[src/rtl/bank_mmu_pkg.sv]
package bank_mmu_pkg;

  // physical superblock slots, 512 KiB each
  typedef enum logic [3:0] {
    SB_A = 4'd0, SB_B = 4'd1, SB_C = 4'd2, SB_D = 4'd3,
    SB_E = 4'd4, SB_F = 4'd5, SB_G = 4'd6, SB_H = 4'd7,
    SB_K = 4'd8
  } sb_e;

  // shape of the upper half in extended mode
  typedef enum logic [1:0] {
    HI_NONE  = 2'd0,
    HI_ONE32 = 2'd1,
    HI_TWO16 = 2'd2
  } hi_kind_e;

  function automatic hi_kind_e hi_kind(input int cpu);
    case (cpu)
      0:       return HI_ONE32;
      1:       return HI_TWO16;
      default: return HI_NONE;
    endcase
  endfunction

  // registers in the extended set (low windows plus high windows)
  function automatic int ext_count(input int cpu);
    case (hi_kind(cpu))
      HI_ONE32: return 5;
      HI_TWO16: return 6;
      default:  return 0;
    endcase
  endfunction

  // quadrant of the block number -> superblock, per CPU
  function automatic sb_e sb_lookup(input int cpu, input logic [1:0] quad);
    if (quad == 2'd3) return SB_D;
    case (cpu)
      0: case (quad) 2'd0: return SB_A; 2'd1: return SB_B; default: return SB_C; endcase
      1: case (quad) 2'd0: return SB_E; 2'd1: return SB_F; default: return SB_B; endcase
      2: case (quad) 2'd0: return SB_G; 2'd1: return SB_F; default: return SB_H; endcase
      default: case (quad) 2'd0: return SB_K; 2'd1: return SB_H; default: return SB_C; endcase
    endcase
  endfunction

endpackage

[src/rtl/bank_mmu_regs.sv]
module bank_mmu_regs
  import bank_mmu_pkg::*;
#(
  parameter int CPU_ID   = 0,
  parameter int BLK_W    = 8,
  parameter int IDX_W    = 3,
  parameter int RST_BASE = 56
) (
  input  logic             clk,
  input  logic             rst,
  input  logic             wr_en,
  input  logic             wr_ext,
  input  logic [IDX_W-1:0] wr_idx,
  input  logic [BLK_W-1:0] wr_blk,
  input  logic             md_en,
  input  logic             md_ext,
  output logic [BLK_W-1:0] std_q [2**IDX_W],
  output logic [BLK_W-1:0] ext_q [2**IDX_W],
  output logic             ext_mode
);
  localparam int NWIN    = 2**IDX_W;
  localparam int EXT_CNT = ext_count(CPU_ID);
  localparam bit HAS_EXT = (EXT_CNT != 0);

  always_ff @(posedge clk) begin
    if (rst) begin
      for (int n = 0; n < NWIN; n++) begin
        std_q[n] <= BLK_W'(RST_BASE + n);
        ext_q[n] <= '0;
      end
      ext_mode <= 1'b0;
    end else begin
      if (wr_en && !wr_ext) std_q[wr_idx] <= wr_blk;
      if (wr_en && wr_ext && HAS_EXT && (int'(wr_idx) < EXT_CNT))
        ext_q[wr_idx] <= wr_blk;
      if (md_en) ext_mode <= md_ext && HAS_EXT;
    end
  end

endmodule

[src/rtl/bank_mmu_xlate.sv]
module bank_mmu_xlate
  import bank_mmu_pkg::*;
#(
  parameter int CPU_ID = 0,
  parameter int LA_W   = 16,
  parameter int BLK_W  = 8,
  parameter int IDX_W  = 3,
  parameter int PA_W   = 23
) (
  input  logic [LA_W-1:0]  addr,
  input  logic [BLK_W-1:0] std_q [2**IDX_W],
  input  logic [BLK_W-1:0] ext_q [2**IDX_W],
  input  logic             ext_mode,
  output logic [PA_W-1:0]  pa
);
  localparam int       OFF_W = LA_W - IDX_W;   // 8 KiB offset bits
  localparam int       SUB_W = BLK_W - 2;      // block within superblock
  localparam hi_kind_e KIND  = hi_kind(CPU_ID);

  logic [IDX_W-1:0] win;
  logic [BLK_W-1:0] blk;
  logic             hi_half;

  assign win     = addr[LA_W-1 -: IDX_W];
  assign hi_half = addr[LA_W-1];

  always_comb begin
    blk = ext_mode ? ext_q[win] : std_q[win];
    pa  = PA_W'({sb_lookup(CPU_ID, blk[BLK_W-1 -: 2]), blk[SUB_W-1:0], addr[OFF_W-1:0]});
    if (ext_mode && hi_half) begin
      if (KIND == HI_ONE32) begin
        pa = PA_W'({ext_q[4], addr[LA_W-2:0]});
      end else if (KIND == HI_TWO16) begin
        pa = PA_W'({(addr[LA_W-2] ? ext_q[5] : ext_q[4]), addr[LA_W-3:0]});
      end
    end
  end

endmodule

[src/rtl/bank_mmu.sv]
module bank_mmu
  import bank_mmu_pkg::*;
#(
  parameter int NCPU      = 4,
  parameter int LA_W      = 16,
  parameter int BLK_W     = 8,
  parameter int PA_W      = 23,
  parameter int GUARD_PG  = 255,
  parameter int RST_BASE  = 56
) (
  input  logic                   clk,
  input  logic                   rst,
  input  logic                   cfg_we,
  input  logic [1:0]             cfg_cpu,
  input  logic                   cfg_ext,
  input  logic [2:0]             cfg_idx,
  input  logic [BLK_W-1:0]       cfg_blk,
  input  logic                   mode_we,
  input  logic [1:0]             mode_cpu,
  input  logic                   mode_ext,
  input  logic [NCPU-1:0]        req_valid,
  input  logic [NCPU-1:0]        req_write,
  input  logic [NCPU*LA_W-1:0]   req_addr,
  output logic [NCPU-1:0]        phy_valid,
  output logic [NCPU-1:0]        phy_write,
  output logic [NCPU*PA_W-1:0]   phy_addr,
  output logic [NCPU-1:0]        fault
);
  localparam int IDX_W = 3;
  localparam int NWIN  = 2**IDX_W;
  localparam int OFF_W = LA_W - IDX_W;
  localparam int PG_W  = PA_W - OFF_W;

  for (genvar c = 0; c < NCPU; c++) begin : g_cpu
    logic [BLK_W-1:0] std_q [NWIN];
    logic [BLK_W-1:0] ext_q [NWIN];
    logic             ext_mode;
    logic [PA_W-1:0]  pa;
    logic             guard_hit;
    logic             v_q, w_q, f_q;
    logic [PA_W-1:0]  a_q;

    bank_mmu_regs #(
      .CPU_ID(c), .BLK_W(BLK_W), .IDX_W(IDX_W), .RST_BASE(RST_BASE)
    ) u_regs (
      .clk      (clk),
      .rst      (rst),
      .wr_en    (cfg_we && (cfg_cpu == 2'(c))),
      .wr_ext   (cfg_ext),
      .wr_idx   (cfg_idx),
      .wr_blk   (cfg_blk),
      .md_en    (mode_we && (mode_cpu == 2'(c))),
      .md_ext   (mode_ext),
      .std_q    (std_q),
      .ext_q    (ext_q),
      .ext_mode (ext_mode)
    );

    bank_mmu_xlate #(
      .CPU_ID(c), .LA_W(LA_W), .BLK_W(BLK_W), .IDX_W(IDX_W), .PA_W(PA_W)
    ) u_xlate (
      .addr     (req_addr[c*LA_W +: LA_W]),
      .std_q    (std_q),
      .ext_q    (ext_q),
      .ext_mode (ext_mode),
      .pa       (pa)
    );

    // system page: writable by CPU0 only
    if (c == 0) begin : g_master
      assign guard_hit = 1'b0;
    end else begin : g_guest
      assign guard_hit = (pa[PA_W-1 -: PG_W] == PG_W'(GUARD_PG));
    end

    always_ff @(posedge clk) begin
      if (rst) begin
        v_q <= 1'b0;
        w_q <= 1'b0;
        f_q <= 1'b0;
        a_q <= '0;
      end else begin
        v_q <= req_valid[c];
        w_q <= req_valid[c] && req_write[c] && !guard_hit;
        f_q <= req_valid[c] && req_write[c] && guard_hit;
        a_q <= pa;
      end
    end

    assign phy_valid[c]                = v_q;
    assign phy_write[c]                = w_q;
    assign fault[c]                    = f_q;
    assign phy_addr[c*PA_W +: PA_W]    = a_q;
  end

endmodule

[config.mk]
export PLATFORM = sky130hd
export DESIGN_NAME = bank_mmu
export DESIGN_NICKNAME = d
export VERILOG_FILES = /design/src/rtl/bank_mmu_pkg.sv /design/src/rtl/bank_mmu_regs.sv /design/src/rtl/bank_mmu_xlate.sv /design/src/rtl/bank_mmu.sv
export SDC_FILE = /design/constraint.sdc
export NUM_CORES = 1
export LEC_CHECK = 0
export ABC_AREA = 1
export ABC_CLOCK_PERIOD_IN_PS = 1300
export BUFFER_PORTS_ARGS = -buffer_cell sky130_fd_sc_hd__buf_4
export CORE_ASPECT_RATIO = 0.5
export CORE_MARGIN = 5
export CORE_UTILIZATION = 45
export CTS_CLUSTER_DIAMETER = 100
export DETAILED_ROUTE_END_ITERATION = 7
export PLACE_DENSITY = 0.71
export SETUP_SLACK_MARGIN = 0.5
export SLEW_MARGIN = 30
export SYNTH_ARGS = -nofsm -noshare
export SYNTH_HDL_FRONTEND = slang
export SYNTH_SLANG_ARGS = --single-unit
[constraint.sdc]
create_clock -name clk -period 1.3 [get_ports clk]
set_input_delay 0.13 -clock clk [delete_from_list [all_inputs] [get_ports clk]]
set_output_delay 0.13 -clock clk [all_outputs]
set_load 0.05 [all_outputs]
==> results of run 1 <==
state kept, by name, summed over array words and instances, names as in the netlist:
register / flops
g_cpu.u_regs.ext_mode: 2
g_cpu.w_q: 4
g_cpu.u_regs.std_q: 256
g_cpu.f_q: 3
g_cpu.u_regs.ext_q: 90
g_cpu.v_q: 4
g_cpu.a_q: 90
cell families after synthesis:
kind of cell    after synthesis
compound gates              585
buf+inv                     485
flops                       449
other cells                   1
simple gates               1080
repair_timing:
action / 4_1_cts / 5_1_grt
pin swaps: 88 / 130
endpoints found under the hold margin: 88 / 2
gates cloned: 1 / 0
endpoints found under the setup margin: 315 / 421
hold buffers: 67 / 1
buffers inserted: 14 / 38
resized for setup: 516 / 317
worst max-delay path: cells and delay by family, from the launching register on:
kind	cells	cell delay, ns
AOI/OAI and AO/OA	1	0.18
buffers and inverters	1	0.14
DFF	1	0.47
and+or+nand+nor	6	0.54
placed cells by master, fill, tap and decap left out, types with 9 or more instances in the layout:
cell,Yosys,final
a21oi_2,1,33
o21ai_2,0,64
buf_12,0,43
nor2_4,28,59
dlygate4sd3_1,0,67
o21ai_1,18,91
nor2_2,10,35
o22ai_2,0,11
clkinv_2,0,9
inv_2,39,63
a21oi_1,126,93
nand2_2,0,24
buf_4,28,222
clkbuf_16,0,41
nor2_1,415,359
o21ai_0,304,164
buf_8,0,104
dfxtp_1,449,316
nand3_2,0,10
inv_4,2,20
o22ai_1,20,9
dfxtp_2,0,129
nand2_1,471,438
clkbuf_8,0,10
buf_6,6,53
o211ai_1,94,94
nand3_1,135,124
inv_1,269,205
routing by layer:
metal	vias up	part of all wire (%)
li1	9041	-
met1	8799	43
met2	744	46
met3	138	7.1
met4	0	2.9
met5	-	0
area by class of cell:
| cell class | count | area (um^2) | share of cell area, % |
|---|---|---|---|
| Antenna cell | 1 | 2.50 | 0.00925 |
| Clock buffer | 55 | 1180 | 4.35 |
| Clock inverter | 18 | 224 | 0.827 |
| Inverter | 312 | 1410 | 5.20 |
| Multi-Input combinational cell | 1668 | 9040 | 33.4 |
| Sequential cell | 449 | 9170 | 33.9 |
| Tap cell | 540 | 676 | 2.50 |
| Timing Repair Buffer | 490 | 5370 | 19.8 |
| Timing Repair inverter | 1 | 6.26 | 0.0231 |
per-stage QoR:
stage | area [um^2] | hold slack [ns] | setup TNS (ns) | cells
after floorplan | 19500 | 0.223 | 0 | 2602
after global placement | 22200 | 0.329 | -21.54 | 3339
after detailed placement | 22200 | 0.337 | -27.49 | 3339
after CTS | 25900 | -0.0493 | -0.240 | 3494
after global routing | 27100 | -0.0125 | -1.33 | 3534
final | 27100 | -0.0107 | -0.477 | 3534
final timing paths:
path,start,end,slack [ns],cells after the start
setup / recovery,g_cpu[1].u_regs.ext_mode,g_cpu[1].w_q,-0.17,8
hold / removal,req_addr[15],g_cpu[0].a_q[18],-0.01,4
setup reg to reg,g_cpu[1].u_regs.ext_mode,g_cpu[1].w_q,-0.17,8
hold reg to reg,g_cpu[1].u_regs.ext_q[6],g_cpu[1].u_regs.ext_q[6],0.44,2
power by group:
group / internal (mW) / leakage [nW] / switching, mW
registers: 14.1 / 3.68 / 0.189
clock network: 7.38 / 0.693 / 5.50
logic: 1.87 / 7.60 / 2.75
==> impl_metrics.py, run 1 <==
metrics = {
    "drt": {
        "first_pass_iters": 5,
        "vias_per_cell": 5.30,
        "drc": 0,
        "wl_mm": 62.1,
        "ant_nets": 0,
        "avgRoutedWirePerCell_um": 17.6,
        "num_vias": 18700,
        "drt_iter0_markers": 1692,
    },
    "logic_synthesis": {
        "synth-edff-count": 0,
        "synth_mux_area_share_pct": 0,
        "yosysWarnings": 0,
        "ys_seq_elements": 449,
        "synth.most_common_cell": "nand2_1",
        "synth_compound_area_share_pct": 17.3,
        "yosysTopAreaCell": "dfxtp_1",
        "ys_top_cells_by_count": "471 x nand2_1, 449 x dfxtp_1, 415 x nor2_1, 304 x o21ai_0, 269 x inv_1",
        "synthCells": 2600,
        "synth_area_um2": 18800,
        "synth_top_family_by_area": "simple AND/OR/NAND/NOR gates",
        "async_reset_ff_share_pct": 0,
        "seq_area_frac_synth_pct": 47.8,
        "ys.flop_type": "dfxtp_1",
        "synth-adder-area-share_pct": 0,
        "synth.area.top_cells": "dfxtp_1 48%, nand2_1 9.4%, nor2_1 8.3%",
        "yosysTopAreaCellShare_pct": 47.8,
        "syn_avg_cell_area_um2": 7.23,
        "ys_types": 34,
        "synth_xor_area_share_pct": 0,
        "synthSimpleGateAreaFrac_pct": 24.2,
    },
    "final_layout": {
        "fill_cells": 3081,
        "drive_gt1_share_pct": 33.9,
        "layout.nets": 3056,
        "layout-area-overhead-vs-synth_pct": 44.0,
        "post-route-util_pct": 66.2,
    },
    "worst_hold_path": {
        "hold_path.class": "input port to register",
    },
    "global_routing": {
        "grt_util_met3_pct": 4.20,
        "grt_pass1_vias": 17600,
        "grt_max_degree": 70,
        "use_met2_pct": 40.7,
        "use_met1_pct": 34.1,
        "grt_first_pass_wirelength_mm": 94.9,
        "track_usage_pct": 24.9,
        "grt-busiest-layer": "met2",
        "grt_overflow": 0,
        "grt_antenna_before_repair": 1,
    },
    "sta": {
        "slew_headroom_pct": 63.2,
        "post-route-min-period_ns": 1.47,
        "setup_slack_ns": -0.171,
        "finalCritPeriodShare_pct": 113,
        "rsz0062_at_grt": "yes",
        "fmax_ghz": 0.680,
        "clock_skew_ns": 0.0212,
        "tightest_slew_ns": 0.552,
        "final_hold_viol_count": 3,
        "drv_slew": 0,
        "setup_viol": 6,
        "hold_ws_ns": -0.0107,
    },
    "die": {
        "io_pins": 197,
        "core.rowCount": 52,
        "core-area_um2": 40900,
        "start_util_pct": 46.0,
        "dieWidth_um": 299,
        "dieHeight_um": 155,
        "die_area_um2": 46200,
    },
    "critical_path": {
        "cp_common_cell": "nor2_1",
        "crit_fanout": 6,
        "critical_path.max_stage_delay_ns": 0.47,
        "crit_type": "register to register",
        "startpoint_type": "register",
        "crit_path_end_kind": "register",
        "crit_arrival_ns": 1.90,
        "cp_data_required_time_ns": 1.73,
        "path_cells": "nand2_2, buf_4, a21oi_2, nor3_4, nor2_1, nand2_1, nor2_1, nor2_1",
        "slowest_stage": "dfxtp_4",
    },
    "place": {
        "port_buffers": 193,
        "post-dp-hpwl_mm": 36.6,
        "place.gp.congestion": 0.899,
        "pre_cts_ws_ns": -0.286,
    },
    "clock_tree": {
        "cts-buffers-inserted": 41,
        "cts_root_buffer": "clkbuf_16",
        "clk_pin_slew_ns": 0.07,
        "htreeDepth": 2,
        "cts_sinks": 449,
        "clk_latency_ns": 0.55,
        "cts_tree": "built",
        "clockBufferDepth": 3,
    },
    "outcome": {
        "status": "complete, but fails checks",
        "failed_checks": "hold timing, setup timing",
    },
    "job": {
        "max_cap_violations": 0,
    },
    "power": {
        "power.leakage_nw": 12.0,
        "p_total_mw": 31.7,
        "p_per_area_nw_per_um2": 1170,
        "worst_ir_drop_vdd_uv": 988,
    },
}
No activity file was read; power rests on OpenSTA's default activity.
==> run 2: changes to the inputs <==
--- a/config.mk
+++ b/config.mk
@@ -13,6 +13,7 @@
 export CORE_UTILIZATION = 45
 export CTS_CLUSTER_DIAMETER = 100
 export DETAILED_ROUTE_END_ITERATION = 7
+export MAX_ROUTING_LAYER = met4
 export PLACE_DENSITY = 0.71
 export SETUP_SLACK_MARGIN = 0.5
 export SLEW_MARGIN = 30
==> run 2 against run 1 <==
The flow still finishes with violations (hold timing, setup timing). Highest routed layer unchanged. Clock skew hardly changed. Via count increased by 0.15%. Largest power group unchanged. Final cell count decreased by 0.20%.
==> impl_metrics.py, run 2 (synthesized netlist as in run 1, its figures left out) <==
metrics = {
    "critical_path": {
        "cp_data_required_time_ns": 1.73,
        "crit_path_end_kind": "register",
        "critical_path.max_stage_delay_ns": 0.47,
        "crit_fanout": 6,
        "startpoint_type": "register",
        "r2r_end": "g_cpu[1].w_q",
        "crit_arrival_ns": 1.91,
        "rrSetupSlack_ns": -0.18,
        "cpLargestDelayFamily": "simple AND/OR/NAND/NOR gates",
        "r2r-start": "g_cpu[1].u_regs.ext_mode",
        "slowest_stage": "dfxtp_4",
        "crit_type": "register to register",
        "ff2ff_path_depth": 8,
        "path_cells": "nand2_2, buf_4, a21oi_2, nor3_4, nor2_1, nand2_1, nor2_1, nor2_1",
        "cp_common_cell": "nor2_1",
        "crit_buf_inv": 1,
    },
    "clock_tree": {
        "clk_latency_ns": 0.55,
        "htreeDepth": 2,
        "cts_sinks": 449,
        "clk_pin_slew_ns": 0.07,
        "cts_root_buffer": "clkbuf_16",
        "cts-buffers-inserted": 41,
        "cts_tree": "built",
        "clockBufferDepth": 3,
    },
    "global_routing": {
        "track_usage_pct": 25.7,
        "grt_antenna_before_repair": 1,
        "grt_overflow": 0,
        "grt_first_pass_wirelength_mm": 94.9,
        "grt_pass1_vias": 17500,
        "grt_max_degree": 70,
    },
    "final_layout": {
        "final_common_cell": "nand2_1",
        "top_register": "g_cpu.u_regs.std_q",
        "area.sequential_um2": 9170,
        "multi_input_area_um2": 9030,
        "drive_gt1_share_pct": 33.5,
        "largest_reg_flops": 256,
        "final_cell_mix": "438 x nand2_1, 364 x nor2_1, 315 x dfxtp_1",
        "layout.nets": 3049,
        "fill_cells": 3081,
        "layout-area-overhead-vs-synth_pct": 43.4,
        "reg.largest.list": "g_cpu.u_regs.std_q x256, g_cpu.a_q x90, g_cpu.u_regs.ext_q x90",
    },
    "die": {
        "die_area_um2": 46200,
        "dieHeight_um": 155,
        "core-area_um2": 40900,
        "start_util_pct": 46.0,
        "dieWidth_um": 299,
        "core.rowCount": 52,
        "io_pins": 197,
    },
    "outcome": {
        "failed_checks": "hold timing, setup timing",
        "status": "complete, but fails checks",
    },
    "sta": {
        "drv_slew": 0,
        "setup_viol": 6,
        "rsz0062_at_grt": "yes",
        "hold_ws_ns": -0.0133,
        "fmax_ghz": 0.678,
        "final_hold_viol_count": 5,
        "finalCritPeriodShare_pct": 113,
        "slew_headroom_pct": 61.7,
        "clock_skew_ns": 0.0217,
        "tightest_slew_ns": 0.575,
        "post-route-min-period_ns": 1.48,
        "setup_slack_ns": -0.175,
        "fin_setup_tns_ns": -0.497,
    },
    "worst_hold_path": {
        "hold_path_depth": 4,
        "holdCritStartpoint": "req_addr[15]",
        "min_to": "g_cpu[0].a_q[18]",
        "hold_path.class": "input port to register",
    },
    "drt": {
        "first_pass_iters": 5,
        "drt_iter0_markers": 1572,
        "avgRoutedWirePerCell_um": 17.6,
        "num_vias": 18800,
        "drc": 0,
        "ant_nets": 0,
        "wl_mm": 61.9,
        "vias_per_cell": 5.32,
    },
    "place": {
        "place.gp.congestion": 0.914,
        "post-dp-hpwl_mm": 36.6,
        "port_buffers": 193,
    },
    "power": {
        "power.leakage_nw": 11.9,
        "p_per_area_nw_per_um2": 1180,
        "worst_ir_drop_vdd_uv": 980,
    },
    "job": {
        "max_cap_violations": 0,
    },
}
run 2: metrics by stage:
stage	setup slack, ns	power (mW)	cell area, um^2	utilization [%]	cells
after floorplan	0.108	16.6	19500	-	2602
after global placement	-0.228	18.0	22200	54.4	3339
after detailed placement	-0.286	18.0	22200	54.4	3339
after CTS	-0.103	31.4	25900	63.3	3494
after global routing	-0.256	32.7	27000	66.0	3527
final	-0.175	31.7	27000	66.0	3527
run 2: final cells by class:
type | instances | share of cell area [%]
diodes | 1 | 0.00928
clock buffers | 55 | 4.37
clock inverters | 18 | 0.831
inverters | 312 | 5.23
multi-input cells | 1668 | 33.5
flip-flops and latches | 449 | 34.0
well taps | 540 | 2.51
repair buffers | 483 | 19.6
repair inverters | 1 | 0.0232
run 2: worst register-to-register path, stage by stage, from the launching register on:
cell,delay [ns]
dfxtp_4,0.47
nand2_2,0.12
buf_4,0.14
a21oi_2,0.18
nor3_4,0.06
nor2_1,0.09
nand2_1,0.10
nor2_1,0.12
nor2_1,0.06
run 2: routing by layer:
layer  global-route usage (%)  wire length [um]  share of wire (%)
met4                     7.81              1550                2.5
met2                     40.8             28900                 47
met1                     34.2             26600                 43
met5                        -                 0                  0
met3                     4.02              4830                7.8
run 2: where the power goes:
part | leakage (nW) | total, mW | internal (mW) | switching (mW)
clock network | 0.693 | 12.9 | 7.38 | 5.50
registers | 3.68 | 14.2 | 14.1 | 0.188
logic | 7.56 | 4.60 | 1.85 | 2.74
total | 11.9 | 31.7 | 23.3 | 8.43
run 2: what timing repair did:
item,4_1_cts,5_1_grt
setup endpoints to repair,315,422
hold buffers,67,1
setup buffers,14,31
gates resized for setup,516,301
gates cloned,1,0
pin swaps,88,130
hold endpoints to repair,88,2
run 2: how the worst max path moves through the flow:
stage                                         from                        end  slack [ns]  depth (start not counted)
after floorplan                             cfg_we  g_cpu[1].u_regs.std_q[34]        0.11                          9
after global placement                req_addr[29]           g_cpu[1].a_q[21]       -0.23                         12
after detailed placement              req_addr[29]               g_cpu[1].w_q       -0.29                         13
after CTS                 g_cpu[1].u_regs.ext_mode               g_cpu[1].w_q       -0.10                         10
after global routing      g_cpu[1].u_regs.ext_mode               g_cpu[1].w_q       -0.26                          8
final                     g_cpu[1].u_regs.ext_mode               g_cpu[1].w_q       -0.18                          8
